<file path="config.mk">
export PLATFORM = sky130hd
export DESIGN_NAME = async_serial_port
export DESIGN_NICKNAME = d
export VERILOG_FILES = /design/src/rtl/asp_pkg.sv /design/src/rtl/asp_sync.sv /design/src/rtl/asp_tx.sv /design/src/rtl/asp_rx.sv /design/src/rtl/async_serial_port.sv
export SDC_FILE = /design/constraint.sdc
export NUM_CORES = 1
export LEC_CHECK = 0
export ABC_AREA = 1
export BUFFER_PORTS_ARGS = -buffer_cell sky130_fd_sc_hd__buf_2
export CAP_MARGIN = 10
export CORE_MARGIN = 2
export CORE_UTILIZATION = 33
export CTS_BUF_LIST = sky130_fd_sc_hd__clkbuf_16
export DETAILED_ROUTE_END_ITERATION = 10
export MAX_ROUTING_LAYER = met4
export SYNTH_ARGS = -nofsm -noshare
export SYNTH_HDL_FRONTEND = slang
export SYNTH_SLANG_ARGS = --single-unit
</file>
<file path="constraint.sdc">
create_clock -name clk -period 4.7 [get_ports clk]
set_clock_uncertainty 0.15 [all_clocks]
set_input_delay 1.175 -clock clk [delete_from_list [all_inputs] [get_ports clk]]
set_output_delay 1.175 -clock clk [all_outputs]
set_load 0.005 [all_outputs]
</file>
<file path="src/rtl/asp_pkg.sv">
package asp_pkg;
   // control register bit positions
   localparam int C_STOP_LO = 14;
   localparam int C_PORT_EN = 13;
   localparam int C_NINE    = 12;
   localparam int C_PAR_EN  = 10;
   localparam int C_PAR_ODD = 9;
   localparam int C_IE_TX   = 7;
   localparam int C_IE_RX   = 5;
   localparam int C_TX_EN   = 3;
   localparam int C_RX_EN   = 2;
   localparam logic [15:0] CTRL_MASK = 16'hF6AC;

   // status register bit positions
   localparam int S_TXE  = 7;
   localparam int S_RXNE = 5;
   localparam int S_OVR  = 3;
   localparam int S_FE   = 1;
   localparam int S_PE   = 0;

   localparam int WORD_W = 9;

   typedef enum logic [2:0] {
      F_IDLE, F_START, F_DATA, F_PAR, F_STOP
   } frame_st_t;

   typedef struct packed {
      logic       nine;
      logic       par_en;
      logic       par_odd;
      logic [1:0] stop;
   } frame_cfg_t;
endpackage

</file>
<file path="src/rtl/asp_sync.sv">
module asp_sync #(
   parameter int  STAGES  = 2,
   parameter logic RST_VAL = 1'b1
) (
   input  logic clk,
   input  logic rst_n,
   input  logic d,
   output logic q
);
   generate
      if (STAGES < 2) begin : g_bad_stages
         $error("asp_sync: STAGES must be at least 2");
      end
   endgenerate

   logic [STAGES-1:0] chain;

   always_ff @(posedge clk or negedge rst_n) begin
      if (!rst_n) chain <= {STAGES{RST_VAL}};
      else        chain <= {chain[STAGES-2:0], d};
   end

   assign q = chain[STAGES-1];
endmodule

</file>
<file path="src/rtl/asp_tx.sv">
module asp_tx import asp_pkg::*; #(
   parameter int DIV_W = 16
) (
   input  logic               clk,
   input  logic               rst_n,
   input  logic               en,
   input  frame_cfg_t         cfg,
   input  logic [DIV_W-1:0]   div,
   input  logic               hold_full,
   input  logic [WORD_W-1:0]  hold_data,
   output logic               take,
   output logic               txd
);
   localparam int CW = DIV_W + 1;

   frame_st_t         st;
   logic [CW-1:0]     cnt;
   logic [CW-1:0]     bit_len;
   logic [CW-1:0]     stop_len;
   logic [WORD_W-1:0] sh;
   logic [3:0]        bitn;
   logic [3:0]        bit_last;
   logic              par_q;
   logic [WORD_W-1:0] hold_m;
   logic              load_ok;

   assign bit_len  = {1'b0, div};
   assign bit_last = cfg.nine ? 4'd8 : 4'd7;
   assign hold_m   = cfg.nine ? hold_data : {1'b0, hold_data[7:0]};

   always_comb begin
      case (cfg.stop)
         2'd0:    stop_len = {1'b0, div};
         2'd1:    stop_len = {2'b00, div[DIV_W-1:1]};
         2'd2:    stop_len = {div, 1'b0};
         default: stop_len = {1'b0, div} + {2'b00, div[DIV_W-1:1]};
      endcase
   end

   assign load_ok = en && hold_full &&
                    ((st == F_IDLE) || ((st == F_STOP) && (cnt == '0)));
   assign take = load_ok;

   always_ff @(posedge clk or negedge rst_n) begin
      if (!rst_n) begin
         st    <= F_IDLE;
         txd   <= 1'b1;
         cnt   <= '0;
         sh    <= '0;
         bitn  <= '0;
         par_q <= 1'b0;
      end else if (!en) begin
         st  <= F_IDLE;
         txd <= 1'b1;
      end else if (load_ok) begin
         st    <= F_START;
         txd   <= 1'b0;
         cnt   <= bit_len - 1'b1;
         sh    <= hold_m;
         par_q <= (^hold_m) ^ cfg.par_odd;
      end else begin
         case (st)
            F_IDLE: txd <= 1'b1;
            F_START: begin
               if (cnt == '0) begin
                  st   <= F_DATA;
                  txd  <= sh[0];
                  sh   <= sh >> 1;
                  bitn <= '0;
                  cnt  <= bit_len - 1'b1;
               end else cnt <= cnt - 1'b1;
            end
            F_DATA: begin
               if (cnt == '0) begin
                  if (bitn == bit_last) begin
                     if (cfg.par_en) begin
                        st  <= F_PAR;
                        txd <= par_q;
                        cnt <= bit_len - 1'b1;
                     end else begin
                        st  <= F_STOP;
                        txd <= 1'b1;
                        cnt <= stop_len - 1'b1;
                     end
                  end else begin
                     txd  <= sh[0];
                     sh   <= sh >> 1;
                     bitn <= bitn + 1'b1;
                     cnt  <= bit_len - 1'b1;
                  end
               end else cnt <= cnt - 1'b1;
            end
            F_PAR: begin
               if (cnt == '0) begin
                  st  <= F_STOP;
                  txd <= 1'b1;
                  cnt <= stop_len - 1'b1;
               end else cnt <= cnt - 1'b1;
            end
            F_STOP: begin
               if (cnt == '0) st <= F_IDLE;
               else           cnt <= cnt - 1'b1;
            end
            default: st <= F_IDLE;
         endcase
      end
   end

   AST_LINE_HIGH_OFF: assert property (@(posedge clk) disable iff (!rst_n)
      !en |=> txd);
   AST_STOP_HIGH: assert property (@(posedge clk) disable iff (!rst_n)
      (st == F_STOP) |-> txd);
endmodule

</file>
<file path="src/rtl/asp_rx.sv">
module asp_rx import asp_pkg::*; #(
   parameter int DIV_W = 16
) (
   input  logic               clk,
   input  logic               rst_n,
   input  logic               en,
   input  frame_cfg_t         cfg,
   input  logic [DIV_W-1:0]   div,
   input  logic               line,
   output logic               done,
   output logic [WORD_W-1:0]  dout,
   output logic               pe,
   output logic               fe
);
   localparam int CW = DIV_W + 1;

   frame_st_t         st;
   logic [CW-1:0]     cnt;
   logic [CW-1:0]     bit_len;
   logic [CW-1:0]     half_len;
   logic [WORD_W-1:0] sh;
   logic [WORD_W-1:0] word;
   logic [3:0]        bitn;
   logic [3:0]        bit_last;
   logic              line_q;
   logic              pbit;

   assign bit_len  = {1'b0, div};
   assign half_len = {2'b00, div[DIV_W-1:1]};
   assign bit_last = cfg.nine ? 4'd8 : 4'd7;
   assign word     = cfg.nine ? sh : {1'b0, sh[WORD_W-1:1]};

   always_ff @(posedge clk or negedge rst_n) begin
      if (!rst_n) begin
         st     <= F_IDLE;
         cnt    <= '0;
         sh     <= '0;
         bitn   <= '0;
         line_q <= 1'b1;
         pbit   <= 1'b0;
         done   <= 1'b0;
         dout   <= '0;
         pe     <= 1'b0;
         fe     <= 1'b0;
      end else begin
         line_q <= line;
         done   <= 1'b0;
         if (!en) begin
            st <= F_IDLE;
         end else begin
            case (st)
               F_IDLE: begin
                  if (line_q && !line) begin
                     st  <= F_START;
                     cnt <= half_len - 1'b1;
                  end
               end
               F_START: begin
                  if (cnt == '0) begin
                     if (!line) begin
                        st   <= F_DATA;
                        cnt  <= bit_len - 1'b1;
                        bitn <= '0;
                     end else st <= F_IDLE;
                  end else cnt <= cnt - 1'b1;
               end
               F_DATA: begin
                  if (cnt == '0) begin
                     sh   <= {line, sh[WORD_W-1:1]};
                     bitn <= bitn + 1'b1;
                     cnt  <= bit_len - 1'b1;
                     if (bitn == bit_last) st <= cfg.par_en ? F_PAR : F_STOP;
                  end else cnt <= cnt - 1'b1;
               end
               F_PAR: begin
                  if (cnt == '0) begin
                     pbit <= line;
                     st   <= F_STOP;
                     cnt  <= bit_len - 1'b1;
                  end else cnt <= cnt - 1'b1;
               end
               F_STOP: begin
                  if (cnt == '0) begin
                     done <= 1'b1;
                     dout <= word;
                     pe   <= cfg.par_en & ((^word) ^ pbit ^ cfg.par_odd);
                     fe   <= !line;
                     st   <= F_IDLE;
                  end else cnt <= cnt - 1'b1;
               end
               default: st <= F_IDLE;
            endcase
         end
      end
   end

   AST_START_CONFIRMED: assert property (@(posedge clk) disable iff (!rst_n)
      ((st == F_DATA) && ($past(st) == F_START)) |-> !$past(line));
endmodule

</file>
<file path="src/rtl/async_serial_port.sv">
module async_serial_port import asp_pkg::*; #(
   parameter int ADDR_W      = 4,
   parameter int REG_W       = 32,
   parameter int DIV_W       = 16,
   parameter int DIV_RESET   = 16,
   parameter int SYNC_STAGES = 2
) (
   input  logic              clk,
   input  logic              rst_n,
   input  logic              wr_en,
   input  logic              rd_en,
   input  logic [ADDR_W-1:0] addr,
   input  logic [REG_W-1:0]  wdata,
   output logic [REG_W-1:0]  rdata,
   input  logic              rxd,
   output logic              txd,
   output logic              irq
);
   localparam int IDX_W = ADDR_W - 2;
   localparam logic [IDX_W-1:0] W_STAT = IDX_W'(0);
   localparam logic [IDX_W-1:0] W_DATA = IDX_W'(1);
   localparam logic [IDX_W-1:0] W_DIV  = IDX_W'(2);
   localparam logic [IDX_W-1:0] W_CTRL = IDX_W'(3);

   generate
      if (ADDR_W < 4) begin : g_bad_addr
         $error("async_serial_port: ADDR_W must be at least 4");
      end
      if (REG_W < 16) begin : g_bad_reg
         $error("async_serial_port: REG_W must be at least 16");
      end
      if ((DIV_W < 4) || (DIV_W > REG_W)) begin : g_bad_div
         $error("async_serial_port: DIV_W out of range");
      end
   endgenerate

   logic [IDX_W-1:0]  idx;
   logic [15:0]       ctrl_q;
   logic [DIV_W-1:0]  div_q;
   logic              hold_full;
   logic [WORD_W-1:0] hold_data;
   logic [WORD_W-1:0] rx_word;
   logic              rxne, ovr, pe_q, fe_q;
   logic              tx_en, rx_en, wr_acc, rd_data, take;
   logic              rx_line, rx_done, rx_pe, rx_fe;
   logic [WORD_W-1:0] rx_dout;
   frame_cfg_t        cfg;
   logic              unused_bits;

   assign idx         = addr[ADDR_W-1:2];
   assign unused_bits = ^{addr[1:0], wdata[REG_W-1:16]};
   assign tx_en   = ctrl_q[C_PORT_EN] & ctrl_q[C_TX_EN];
   assign rx_en   = ctrl_q[C_PORT_EN] & ctrl_q[C_RX_EN];
   assign wr_acc  = wr_en && (idx == W_DATA) && tx_en;
   assign rd_data = rd_en && (idx == W_DATA);
   assign cfg     = '{nine:    ctrl_q[C_NINE],
                      par_en:  ctrl_q[C_PAR_EN],
                      par_odd: ctrl_q[C_PAR_ODD],
                      stop:    ctrl_q[C_STOP_LO+1:C_STOP_LO]};

   always_ff @(posedge clk or negedge rst_n) begin
      if (!rst_n) begin
         ctrl_q <= '0;
         div_q  <= DIV_W'(DIV_RESET);
      end else if (wr_en) begin
         if (idx == W_CTRL) ctrl_q <= wdata[15:0] & CTRL_MASK;
         if (idx == W_DIV)  div_q  <= wdata[DIV_W-1:0];
      end
   end

   always_ff @(posedge clk or negedge rst_n) begin
      if (!rst_n) begin
         hold_full <= 1'b0;
         hold_data <= '0;
      end else if (wr_acc) begin
         hold_full <= 1'b1;
         hold_data <= wdata[WORD_W-1:0];
      end else if (take) begin
         hold_full <= 1'b0;
      end
   end

   always_ff @(posedge clk or negedge rst_n) begin
      if (!rst_n) begin
         rx_word <= '0;
         rxne    <= 1'b0;
         ovr     <= 1'b0;
         pe_q    <= 1'b0;
         fe_q    <= 1'b0;
      end else begin
         if (rx_done) begin
            rx_word <= rx_dout;
            pe_q    <= rx_pe;
            fe_q    <= rx_fe;
            rxne    <= 1'b1;
            if (rxne && !rd_data) ovr <= 1'b1;
            else if (rd_data)     ovr <= 1'b0;
         end else if (rd_data) begin
            rxne <= 1'b0;
            ovr  <= 1'b0;
         end
      end
   end

   always_comb begin
      rdata = '0;
      case (idx)
         W_STAT: begin
            rdata[S_TXE]  = !hold_full;
            rdata[S_RXNE] = rxne;
            rdata[S_OVR]  = ovr;
            rdata[S_FE]   = fe_q;
            rdata[S_PE]   = pe_q;
         end
         W_DATA:  rdata[WORD_W-1:0] = rx_word;
         W_DIV:   rdata[DIV_W-1:0]  = div_q;
         W_CTRL:  rdata[15:0]       = ctrl_q;
         default: rdata = '0;
      endcase
   end

   assign irq = (!hold_full & ctrl_q[C_IE_TX]) | (rxne & ctrl_q[C_IE_RX]);

   asp_sync #(.STAGES(SYNC_STAGES), .RST_VAL(1'b1)) u_sync (
      .clk(clk), .rst_n(rst_n), .d(rxd), .q(rx_line)
   );

   asp_tx #(.DIV_W(DIV_W)) u_tx (
      .clk(clk), .rst_n(rst_n), .en(tx_en), .cfg(cfg), .div(div_q),
      .hold_full(hold_full), .hold_data(hold_data), .take(take), .txd(txd)
   );

   asp_rx #(.DIV_W(DIV_W)) u_rx (
      .clk(clk), .rst_n(rst_n), .en(rx_en), .cfg(cfg), .div(div_q),
      .line(rx_line), .done(rx_done), .dout(rx_dout), .pe(rx_pe), .fe(rx_fe)
   );

   AST_TXE_CLR_ON_WRITE: assert property (@(posedge clk) disable iff (!rst_n)
      wr_acc |=> hold_full);
   AST_RXNE_CLR_ON_READ: assert property (@(posedge clk) disable iff (!rst_n)
      (rd_data && !rx_done) |=> !rxne);
   AST_OVR_ON_LATE_READ: assert property (@(posedge clk) disable iff (!rst_n)
      (rx_done && rxne && !rd_data) |=> ovr);
endmodule

</file>
-- After elaboration in Yosys (flattened, before gate mapping)
Cells that the tools add are included.
- eq/ne operators: 41
- reduce and logical (&&, ||, !) cells: 42
- multiplexer cells: 76
- bitwise operators: 10
- add/subtract/negate cells: 8
- operators by type and width (operator ; number):
    17-bit 2-to-1 mux ; 12
    17-bit case mux with 4 select lines ; 2
    9-bit 2-to-1 mux ; 6
    17-bit case mux with 3 select lines ; 1
    17-bit by 1-bit subtractor with 17-bit output (second input constant) ; 3
    3-bit 2-to-1 mux ; 15
    17-bit zero test ; 2
    3-bit inequality test (second input constant) ; 10
    3-bit case mux with 5 select lines ; 2
    4-bit 2-to-1 mux ; 7
    9-bit case mux with 2 select lines ; 1
    6-bit AND reduction ; 3
    9-bit parity ; 2
    16-bit by 15-bit adder with 17-bit output ; 1
    1-bit 2-to-1 mux ; 17
    16-bit by 1-bit subtractor with 17-bit output (second input constant) ; 1
    4-bit by 3-bit inequality test with 1-bit output (second input constant) ; 4
    1-bit case mux with 4 select lines ; 4
    4-bit case mux with 2 select lines ; 2
    15-bit by 1-bit subtractor with 16-bit output (second input constant) ; 1
    5-bit AND reduction ; 3
    7-bit case mux with 2 select lines ; 1
    3-bit by 2-bit equality test with 1-bit output (second input constant) ; 4
    3-bit AND reduction ; 4
    31 further kinds ; 69
- bits of input ports: 41
- bits in registers: 133
- output and inout bits: 34
- logic and storage cells: 203

-- Longest topological paths before layout
- word-level depth: 8
- depth in mapped cells: 23

-- Cells and area by module
A second synthesis with hierarchy kept.
- cell total of the unflattened synthesis: 1850
- area, all modules: 11795.1 um2
- modules (own cells, without submodules) (module ; sequential area each (um2) ; times used ; area an instance (um2) ; cells each):
    asp_tx ; 877.1 ; 1 ; 5152.4 ; 868
    asp_rx ; 1177.4 ; 1 ; 4048.9 ; 674
    async_serial_port ; 1227.4 ; 1 ; 2541.2 ; 306
    asp_sync ; 52.6 ; 1 ; 52.6 ; 2

-- Worst setup path before layout
Ideal clock, no wire load.
- path type: input to output
- start point: input port addr[2]
- end point: output port rdata[2]
- arrival time: 2156 ps
- slack: 1219 ps
- data required time: 3375 ps
- stages: 7
- cell sequence: inv_1 ha_1 clkbuf_1 clkinv_1 o211ai_1 nand2_1 inv_1
- cells in the longest elaborated chain, start to end: 2
- elaborated cells on any way between the ends: 4
- classes of those cells: eq/ne: 3; mux: 1
- ends and longest elaborated chain (what ; RTL line ; text):
    from (decl) ; async_serial_port.sv:12 ; input logic [ADDR_W-1:0] addr,
    2-bit equality test or 2-bit by 1-bit equality test with 1-bit output (tied branches) ; async_serial_port.sv:107 ; case (idx)
    1-bit case mux with 3 select lines (*) ; async_serial_port.sv:107 ;
    to (decl) ; async_serial_port.sv:14 ; output logic [REG_W-1:0] rdata,
Mark *: on every way between the ends. The rest lies on a longest branch, timed or not.

-- Worst setup path in the final report
- start point: input port addr[2]
- end point: output port rdata[10]
- cells in the longest elaborated chain, start to end: 2
- elaborated cells on any way between the ends: 3
- classes of those cells: eq/ne: 2; mux: 1
- ends and longest elaborated chain (what ; RTL line):
    2-bit equality test ; async_serial_port.sv:107
    7-bit case mux with 2 select lines (*) ; async_serial_port.sv:107
Marks and branches as above.

==> flow_summary.toml <==
[global_routing]
global_router_s_overall_resource_usage_pct = 21.5
grt_remaining_overflow = 0
grt_first_pass_wirelength_microns = 53800
grt_pass1_vias = 9731
antenna_found_initial = 0
grt_start_max_net_pins = 69

[final_layout]
finalInstanceArea_sq_um = 11500
most_used_cells_in_the_layout_excluding_fill_and_tap_cells = "nand2_1, inv_1, dfrtp_1, o21ai_0, nor2_1"
nNetsFinal = 1617
layout-area-overhead-vs-synth_pct = 10.1
fillers = 3393
most_common_library_cell_in_the_layout_ignoring_fill_and_taps = "nand2_1"
layoutNonFillerInstCount = 1949
post_route_cells_drive_above_1_share_pct = 8.86
diodes = 0
utilization_pct = 36.6

[detailed_routing]
post_drt_wl_per_cell_microns = 17.2
drt_pass1_iterations = 5
route.final.wire_length_microns = 33500
detail_route.vias_per_cell = 5.25
remaining_drc_errors = 0
ant_nets = 0
first_iter_violations = 724
num_vias = 10235

[synth]
yosys_warnings = 0
synthesis.area_sq_um = 10400
area_share_of_the_leading_cell_type_in_the_synthesized_netlist_pct = 30.7
synth_top_area_cell = "dfrtp_1"
synthCells = 1508
proportion_of_synthesized_chip_area_in_sequential_cells_pct = 31.9
top_area_cells_in_the_synthesized_netlist = "dfrtp_1, nand2_1, inv_1, o21ai_0, ha_1"
ys_seq_elements = 133
yosysUniqueCellTypes = 62
syn-mean-instance-area_sq_um = 6.93

[cts]
clk_transition_reported_paths_ns = 0.07
tritoncts.num_buffers = 17
post-cts-setup-buffers = 0
clk-insertion-delay-late_ns = 0.43
cts-resized-gates = 0
cts.sinks = 133
hold_buffer_count_at_cts = 0
cts.root.buffer_cell = "clkbuf_16"
ctsHtreeMaxLevel = 4
clock_path_buffers = 2
cts_tree = "done"

[worst_setup_path]
worstSetupPathType = "in -> out"
reg2reg_setup_slack_ns = 1.01
critPathBufInv = 4
r2r-start = "u_tx.cnt[0]"
critical_path_s_largest_stage_delay_ns = 0.46
cpMaxStageDelayCell = "o22ai_1"
critPathMaxFanout = 9
cp_common_cell = "buf_2"
worstSetupStartpointType = "input pin"
worst_setup_path_end_kind = "primary output"
worst_ep_arrival_time_ns = 2.83
worstSetupPathDepth = 6
timing.reg2reg.worst_path_depth = 12
cp_cell_sequence = "buf_2, inv_1, ha_1, clkinv_1, o22ai_1, buf_2"
timing.critical_path.from = "addr[2]"
data_required_critical_path_ns = 3.38
path_delay_family = "buffers and inverters"
worstSetupEndpoint = "rdata[10]"
r2r-end = "u_tx.cnt[5]"

[place]
buffer_ports.inserted = 40
place_area_sq_um = 10900
placed_cells = 1917
dp_worst_setup_slack_ns = 0.602
dp_hpwl_microns = 25700
routabilityCongestion = 0.945

[sta]
fin_setup_tns_ns = 0
finalSetupViolations = 0
report.final.slew_viol_count = 0
finalCriticalPeriod_ns = 4.15
hold_violations = 0
min_period_over_period_pct = 88.3
post-route-worst-setup-slack_ns = 0.549
unrepaired_setup_endpoints_after_global_routing = "false"
hold-worst-slack_ns = 0.208
max_freq_ghz = 0.241
worst_slew_pin_slew_ns = 1.09
slew-limit-headroom_pct = 27.2

[floorplanning]
die_area_sq_um = 33100
io_pins = 75
core_area_sq_um = 31400
initial_utilization_pct = 33.3
die_width_microns = 182
fp-row-count = 65
fp.dieH_microns = 182

[outcome]
status = "finished, final reports clean"

[flow_run]
drv.max_cap_violation_count = 0

[power_and_ir_drop]
worst_ir_drop_vdd_mv = 0.250
fin_total_pwr_mw = 5.34
power.density_cell_area_nw_per_um2 = 464
leakage_power_figure_nw = 5.68

[min_path]
min-delay-path-class = "reg -> reg"
[final cells by class]
type | instances | area (sq um) | area share, %
timing repair buffer | 48 | 279 | 2.43
clock inverter | 15 | 121 | 1.06
tap | 402 | 503 | 4.38
clock buffer | 17 | 425 | 3.70
inverter | 224 | 841 | 7.31
sequential | 133 | 3330 | 29.0
multi-input combinational | 1110 | 5990 | 52.1
[worst min-delay path by stage]
stage / from / endpoint / slack [ns] / cells past startpoint
floorplan: u_sync.chain[0] / u_sync.chain[1] / 0.20 / 0
global placement: u_sync.chain[0] / u_sync.chain[1] / 0.20 / 0
detailed placement: u_sync.chain[0] / u_sync.chain[1] / 0.20 / 0
CTS: u_sync.chain[0] / u_sync.chain[1] / 0.21 / 0
global route: u_sync.chain[0] / u_sync.chain[1] / 0.21 / 0
finish: u_sync.chain[0] / u_sync.chain[1] / 0.21 / 0
[kinds of logic (layout without fill, tap and decap cells)]
| group | after synthesis | count (layout) | synth area share (%) |
|---|---|---|---|
| and+or+nand+nor | 657 | 657 | 26.9 |
| buffers and inverters | 280 | 304 | 11.2 |
| DFF | 133 | 133 | 31.9 |
| muxes | 2 | 2 | 0.204 |
| xor gates and xnor gates | 68 | 68 | 5.70 |
| adders and majority gates | 42 | 42 | 5.10 |
| other | 1 | 16 | 0.0359 |
| AOI/OAI and AO/OA | 325 | 325 | 18.9 |
[report_power, final]
part	internal, mW	switching [mW]	leakage (nW)
clock	0.688	0.579	0.261
sequential	1.39	0.294	1.72
combinational	0.834	1.55	3.69
[Yosys cell counts (all sizes together)]
master,n
ha,41
conb,1
o311ai,2
o21ai,131
o311a,1
dfrtp,128
o21bai,1
nand3b,4
o2111ai,3
a21o,1
a311o,1
nor3,20
a21oi,86
o211ai,21
dfstp,5
nand3,82
fa,1
clkinv,6
a31oi,9
a211oi,8
nor2,118
a311oi,3
o221ai,13
or2,4
inv,218
a221oi,3
mux2,1
a22oi,5
nor3b,2
nand2,406
o21a,2
mux2i,1
nand4,16
buf,39
a32oi,2
o31ai,5
clkbuf,17
o22ai,22
and2,4
xnor2,19
a41oi,6
xor2,49
nor4,1
[state kept, by name, indices dropped and copies added, names as in the netlist, 2 cells and up]
| register | flops |
|---|---|
| ctrl_q | 10 |
| div_q | 16 |
| hold_data | 9 |
| rx_word | 9 |
| u_rx.bitn | 4 |
| u_rx.cnt | 17 |
| u_rx.dout | 9 |
| u_rx.sh | 9 |
| u_rx.st | 3 |
| u_sync.chain | 2 |
| u_tx.bitn | 4 |
| u_tx.cnt | 17 |
| u_tx.sh | 9 |
| u_tx.st | 3 |
[layer usage]
layer  global-route usage, %  routed length, microns  up-vias
met4                    10.2                    1450        0
met2                    32.3                   15000      333
li1                        -                       -     4964
met3                    3.67                    2040       88
met1                    28.1                   15100     4850
met5                       -                       0        -
No activity file was read; power rests on OpenSTA's default activity.
